### config.mk
export PLATFORM = sky130hd
export DESIGN_NAME = scl_phase_gen
export DESIGN_NICKNAME = d
export VERILOG_FILES = /design/src/rtl/scl_gen_pkg.sv /design/src/rtl/scl_div_hold.sv /design/src/rtl/scl_phase_fsm.sv /design/src/rtl/scl_phase_gen.sv
export SDC_FILE = /design/constraint.sdc
export NUM_CORES = 1
export LEC_CHECK = 0
export ABC_AREA = 1
export BUFFER_PORTS_ARGS = -buffer_cell sky130_fd_sc_hd__buf_2
export CAP_MARGIN = 10
export CORE_ASPECT_RATIO = 0.9
export CORE_UTILIZATION = 57
export CTS_BUF_LIST = sky130_fd_sc_hd__clkbuf_4
export CTS_CLUSTER_SIZE = 24
export DETAILED_ROUTE_END_ITERATION = 7
export PLACE_DENSITY = 0.8
export RECOVER_POWER = 50
export SYNTH_ARGS = -nofsm -noshare
export SYNTH_HDL_FRONTEND = slang
export SYNTH_SLANG_ARGS = --single-unit
export TNS_END_PERCENT = 1
### constraint.sdc
create_clock -name clk -period 1.7 [get_ports clk]
set_input_delay 0.17 -clock clk [delete_from_list [all_inputs] [get_ports clk]]
set_output_delay 0.17 -clock clk [all_outputs]
set_load 0.02 [all_outputs]
### src/rtl/scl_gen_pkg.sv
package scl_gen_pkg;
  typedef enum logic [1:0] {
    PH_IDLE = 2'd0,
    PH_LOW  = 2'd1,
    PH_HIGH = 2'd2
  } scl_phase_e;
endpackage

### src/rtl/scl_div_hold.sv
// Shadow copy of the two phase counts, refreshed only on a period boundary.
module scl_div_hold #(
  parameter int FIELD_W = 16,
  parameter int NFIELD  = 2
) (
  input  logic                      clk,
  input  logic                      rst_n,
  input  logic                      load,
  input  logic [NFIELD*FIELD_W-1:0] cfg,
  output logic [NFIELD*FIELD_W-1:0] held
);
  for (genvar g = 0; g < NFIELD; g++) begin : g_field
    always_ff @(posedge clk) begin
      if (!rst_n)
        held[g*FIELD_W +: FIELD_W] <= '0;
      else if (load)
        held[g*FIELD_W +: FIELD_W] <= cfg[g*FIELD_W +: FIELD_W];
    end
  end
endmodule

### src/rtl/scl_phase_fsm.sv
// Phase sequencer: one counter, reloaded at each phase change.
module scl_phase_fsm
  import scl_gen_pkg::*;
#(
  parameter int FIELD_W  = 16,
  parameter int PRE_LOG2 = 3,
  localparam int CNT_W   = FIELD_W + PRE_LOG2
) (
  input  logic               clk,
  input  logic               rst_n,
  input  logic               run,
  input  logic [FIELD_W-1:0] lo_cnt,
  input  logic [FIELD_W-1:0] hi_cnt,
  output scl_phase_e         phase,
  output logic [CNT_W-1:0]   cnt,
  output logic               load_o
);
  logic [CNT_W-1:0] lo_last, hi_last;
  logic             lo_end, hi_end;

  // Last index of a phase is count*2^P + (2^P - 1).
  assign lo_last = {lo_cnt, {PRE_LOG2{1'b1}}};
  assign hi_last = {hi_cnt, {PRE_LOG2{1'b1}}};
  assign lo_end  = (phase == PH_LOW)  && (cnt == lo_last);
  assign hi_end  = (phase == PH_HIGH) && (cnt == hi_last);

  // Capture new counts when a period is about to begin.
  assign load_o = run && ((phase == PH_IDLE) || hi_end);

  always_ff @(posedge clk) begin
    if (!rst_n || !run) begin
      phase <= PH_IDLE;
      cnt   <= '0;
    end else begin
      unique case (phase)
        PH_IDLE: begin
          phase <= PH_LOW;
          cnt   <= '0;
        end
        PH_LOW: begin
          if (lo_end) begin
            phase <= PH_HIGH;
            cnt   <= '0;
          end else begin
            cnt <= cnt + 1'b1;
          end
        end
        PH_HIGH: begin
          if (hi_end) begin
            phase <= PH_LOW;
            cnt   <= '0;
          end else begin
            cnt <= cnt + 1'b1;
          end
        end
        default: begin
          phase <= PH_IDLE;
          cnt   <= '0;
        end
      endcase
    end
  end
endmodule

### src/rtl/scl_phase_gen.sv
module scl_phase_gen
  import scl_gen_pkg::*;
#(
  parameter int FIELD_W  = 16,
  parameter int PRE_LOG2 = 3,
  localparam int CFG_W   = 2 * FIELD_W,
  localparam int CNT_W   = FIELD_W + PRE_LOG2
) (
  input  logic             clk,
  input  logic             rst_n,
  input  logic             run,
  input  logic [CFG_W-1:0] div_cfg,
  output logic             scl_o,
  output logic             period_o,
  output logic             low_mid_o,
  output logic             high_mid_o
);
  logic [CFG_W-1:0]   held;
  logic [FIELD_W-1:0] lo_cnt, hi_cnt;
  logic [CNT_W-1:0]   cnt, lo_mid, hi_mid;
  logic               load;
  scl_phase_e         phase;

  scl_div_hold #(.FIELD_W(FIELD_W), .NFIELD(2)) u_hold (
    .clk   (clk),
    .rst_n (rst_n),
    .load  (load),
    .cfg   (div_cfg),
    .held  (held)
  );

  // Field order matters to the engine: high count on top, low below.
  assign lo_cnt = held[FIELD_W-1:0];
  assign hi_cnt = held[CFG_W-1:FIELD_W];

  scl_phase_fsm #(.FIELD_W(FIELD_W), .PRE_LOG2(PRE_LOG2)) u_fsm (
    .clk    (clk),
    .rst_n  (rst_n),
    .run    (run),
    .lo_cnt (lo_cnt),
    .hi_cnt (hi_cnt),
    .phase  (phase),
    .cnt    (cnt),
    .load_o (load)
  );

  // Middle of a phase: (count + 1) * 2^(P-1).
  assign lo_mid = CNT_W'({1'b0, lo_cnt} + (FIELD_W+1)'(1)) << (PRE_LOG2 - 1);
  assign hi_mid = CNT_W'({1'b0, hi_cnt} + (FIELD_W+1)'(1)) << (PRE_LOG2 - 1);

  assign scl_o      = (phase != PH_LOW);
  assign period_o   = (phase == PH_LOW)  && (cnt == '0);
  assign low_mid_o  = (phase == PH_LOW)  && (cnt == lo_mid);
  assign high_mid_o = (phase == PH_HIGH) && (cnt == hi_mid);
endmodule

==> summary by stage <==
Power
In this run the power density over the cells is 503 nW/um^2. The reported leakage power is 2.84 nW. The largest voltage drop on the vdd net is 0.430 mV.

Worst setup path
For the worst setup path, the data arrival time is 2110 ps. Tracing the worst setup path back leads to its startpoint at u_fsm.cnt[0]$_SDFF_PP0_. Together, buffers and inverters on the worst path number 3. The largest stage delay on the critical path is 380 ps. The slowest stage of the critical path is the sky130_fd_sc_hd__dfxtp_2 cell. The kind of cell adding the most delay to the critical path is simple AND/OR/NAND/NOR gates.

The critical path class is reg2out. For the worst setup path, the data required time is 1530 ps. The startpoint identified for the worst register-to-register timing path is u_hold.held[17]$_SDFFE_PN0P_.

The maximum fanout along the worst path is 3. The signal on the critical path passes through inv_1 > ha_4 > nand2_2 > inv_2 > nand3_2 > a21oi_2 > o21ai_1 > nor2_1 > nand2_1 > nor2_1 > nand3_2 > nor2_4 > buf_6. The endpoint kind of the worst setup timing path is an output port. The critical path crosses 13 cells after its start point. STA classifies the critical path startpoint as a flop. The number of cell instances on the worst register-to-register path is 11.

Floorplanning
The number of standard-cell rows in the floorplan is 30. The die boundary height is 85.9 um. The die covers 8180 sq um. Measured along the x axis, the die boundary spans 95.2 um. 39 I/O pins were placed. Once the floorplan was initialized, standard cells occupied 59.1% of the core.

The region available for standard cell placement spans 7540 sq um.

Drt
In the final routed layout, each cell accounts on average for 14.8 um. The DRC violation count after routing is 0. The number of nets still failing antenna checks after routing is 0. The per-cell via count in the routed design is 5.26. For this block, the routed nets add up to 14000 um of wire. The first detailed-routing pass ran for 5 iterations. The count of routing violations after the opening detailed-route iteration is 441. The vias after detailed routing is 4970.

Yosys
Yosys attributes the largest share of cell area to sky130_fd_sc_hd__dfxtp_1, sky130_fd_sc_hd__nand2_1, sky130_fd_sc_hd__nor2_1, sky130_fd_sc_hd__nand3_1, sky130_fd_sc_hd__inv_1. The synthesized netlist devotes 2.25% of its cell area to adder and majority cells. After synthesis, the largest family of logic cells by area is simple AND/OR/NAND/NOR gates. The share of the synthesized area in compound gates (AO/OA/AOI/OAI) is 7.66%. The share of the Yosys chip area taken by registers is 23.8%. After synthesis the cells add up to 4460 sq um. After Yosys synthesis, and, or, nand and nor cells account for 40.0% of the synthesized area.

Counting flops and latches in the post-synthesis netlist gives 53. After technology mapping, the gate count stands at 729. The multiplexer share of the synthesized area is 0%. The yosys synthesis warning count is 0. The biggest area contributor in the post-synthesis netlist is sky130_fd_sc_hd__dfxtp_1. Summed over its instances, the top area cell type makes up 23.8% of the synthesized netlist area.

The total nets after synthesis is 772. The parity-gate share of the synthesized area counting xor and xnor cells is 11.8%. The count of different cell masters after synthesis is 39. A synthesized cell averages 6.12 sq um.

Flow run
The count of max-cap constraint violations is 0.

Finish
The area growth from synthesis to layout is 32.4%. After routing the design area is 5900 sq um. In the final design database the tool counted 891 nets. In the final layout, the share of cells above drive strength 1 is 33.7%. The utilization of the core after routing is 78.2%. Fill cells in the final layout number 581. The count of antenna diodes in the layout is 0. The finished layout holds 945 standard cells, fillers aside.

Timing
At the pin with the least slew margin, the transition time is 377 ps. The setup violation total in the final timing report is 54. The clock arrives with 19.1 ps of skew. The max-slew violation count is 0. Of the available clock period, the critical path in the final layout requires 134%.

The remaining max-slew budget at the tightest pin is 74.6%. The number of failing hold endpoints at the final stage came to 0. Final hold analysis gives a worst-case slack of 64.4 ps.

The final worst-path setup slack is -585 ps. The post-route minimum period is 2280 ps. The peak clock frequency supported by timing is 438 MHz.

Setup repair after global routing could not meet its margin everywhere.

CTS
The number of buffers inserted for hold repair after clock tree synthesis is 0. The number of buffers between clock root and the deepest sink is 2. TritonCTS built the clock tree. The number of clock sinks seen by CTS is 53. TritonCTS created 5 clock buffers. The CTS H-tree depth is 2. After clock tree synthesis, the clock-pin slew on the worst setup and hold paths is 170 ps. In this run the clock root is driven by a sky130_fd_sc_hd__clkbuf_4. The clock latency reported for the late side of the worst-skew pair is 380 ps.

Hold path
The startpoint identified for the worst hold timing path is rst_n. The class of the most critical hold timing path is in2reg. The worst hold path was traced through 3 stages.

Status
The final reports fail on setup timing. The run finished, with violations left.

Placed design
After legalization and detailed placement, the total HPWL measured 10700 um. In this run, placement finished with an instance count of 933. Once placement finished, the instance area stood at 5390 sq um. The congestion estimate from routability-driven global placement came to 0.986.

Input and output buffers added on the ports amount to 38.

Global routing
For this run, the total global-route usage over all layers was measured as 33.9%. The met2 usage is 58.9%. The number of antenna violations at the first check in global routing was 0. The number of global-route vias before repair is 4670. For this run, global-route usage on met1 was measured as 41.0%. The met3 track demand over resource in global routing is 5.50%. For this run the aggregate overflow at the end of global routing stands at 0. met2 is the most crowded layer. The global-route wire length before repair is 21400 um. Entering global routing, the biggest net connects 28 pins.
==> metrics by stage <==
step | TNS, ps | setup WS [ps] | total power [W]
floorplan | -8.85 | -8.85 | 0.00196
global placement | -6000 | -182 | 0.00223
detailed placement | -9670 | -245 | 0.00226
CTS | -5130 | -515 | 0.00291
global route | -9900 | -747 | 0.00311
finish | -5530 | -585 | 0.00297
==> cell families (layout without fill, tap and decap cells) <==
kind of cell / Yosys count / count (layout)
simple gates: 404 / 404
buf+inv: 140 / 260
compound gates: 64 / 64
xor+xnor: 60 / 60
flops: 53 / 53
fa+ha+maj: 8 / 8
==> synthesized netlist by cell type (all sizes together) <==
master,instances
o21ai,18
nor4,2
nand4,11
a21o,2
nand2,180
inv,100
and3,1
or2,1
o31ai,1
dfxtp,53
a31oi,1
nor2,124
o21bai,1
buf,33
ha,8
a21oi,40
nand3,74
nand3b,1
xor2,37
xnor2,23
nor3,9
o21a,1
and2,1
clkbuf,7
==> layout by cell type, fill, tap and decap left out, types with 2 or more instances in the layout <==
cell type,count
sky130_fd_sc_hd__dfxtp_1,32
sky130_fd_sc_hd__buf_2,35
sky130_fd_sc_hd__nor3_2,4
sky130_fd_sc_hd__nand2_1,161
sky130_fd_sc_hd__ha_1,2
sky130_fd_sc_hd__inv_1,89
sky130_fd_sc_hd__buf_12,3
sky130_fd_sc_hd__clkbuf_4,6
sky130_fd_sc_hd__a21oi_2,9
sky130_fd_sc_hd__nand4_1,11
sky130_fd_sc_hd__o21ai_0,13
sky130_fd_sc_hd__a21o_1,2
sky130_fd_sc_hd__dfxtp_2,18
sky130_fd_sc_hd__nor2_2,21
sky130_fd_sc_hd__nand3_1,52
sky130_fd_sc_hd__nor2_4,10
sky130_fd_sc_hd__nand2_2,11
sky130_fd_sc_hd__ha_4,5
sky130_fd_sc_hd__xnor2_1,23
sky130_fd_sc_hd__buf_6,10
sky130_fd_sc_hd__o21ai_1,4
sky130_fd_sc_hd__inv_2,10
sky130_fd_sc_hd__nor2_1,93
sky130_fd_sc_hd__nand3_4,2
sky130_fd_sc_hd__dfxtp_4,3
sky130_fd_sc_hd__xor2_1,36
sky130_fd_sc_hd__nand2_8,2
sky130_fd_sc_hd__a21oi_1,31
sky130_fd_sc_hd__nand2_4,6
sky130_fd_sc_hd__nand3_2,20
sky130_fd_sc_hd__buf_4,103
sky130_fd_sc_hd__nor3_1,5
==> cell type report <==
cell class	instances	area [sq um]	area share [%]
multi-input cells	536	3130	53.0
repair buffers	152	1120	19.1
flip-flops and latches	53	1090	18.5
inverters	100	378	6.40
well taps	96	120	2.04
clock buffers	6	45.0	0.763
clock inverters	2	13.8	0.233
==> worst reg2reg max path, stage by stage, from the launching register on <==
cell	delay, ps
sky130_fd_sc_hd__dfxtp_4	380
sky130_fd_sc_hd__buf_6	120
sky130_fd_sc_hd__buf_4	120
sky130_fd_sc_hd__buf_4	120
sky130_fd_sc_hd__or2_0	210
sky130_fd_sc_hd__nand4_1	100
sky130_fd_sc_hd__nor2_2	60
sky130_fd_sc_hd__nand3_4	100
sky130_fd_sc_hd__nand2_8	140
sky130_fd_sc_hd__buf_12	190
sky130_fd_sc_hd__a21oi_2	160
sky130_fd_sc_hd__nor2_1	60
==> repair_timing <==
action	in CTS	in global routing
buffers inserted	3	1
gates resized for setup	60	64
endpoints found under the setup margin	56	56
pin swaps	22	22
==> per-layer routing <==
metal  vias up  share of wire [%]
met1      2242                 40
met2       199                 49
li1       2485                  -
met5         -                  0
met3        44                7.4
met4         0                3.5
==> sequential cells by signal, indices dropped and copies added (netlist names) <==
name / cells
u_fsm.phase: 2
u_hold.held: 32
u_fsm.cnt: 19
==> path summary, 6_finish.rpt <==
kind	end	slack, ps
max	low_mid_o	-580
min	u_hold.held[0]$_SDFFE_PN0P_	60
max reg2reg	u_hold.held[16]$_SDFFE_PN0P_	-170
min reg2reg	u_hold.held[13]$_SDFFE_PN0P_	550
==> where the power goes <==
part	total, W	internal (W)	switching (W)
clock network	0.000608	0.000183	0.000425
logic	0.000944	0.000435	0.000509
registers	0.00142	0.00132	0.0000992
total	0.00297	0.00193	0.00103
(Power assumes the default switching activity.)
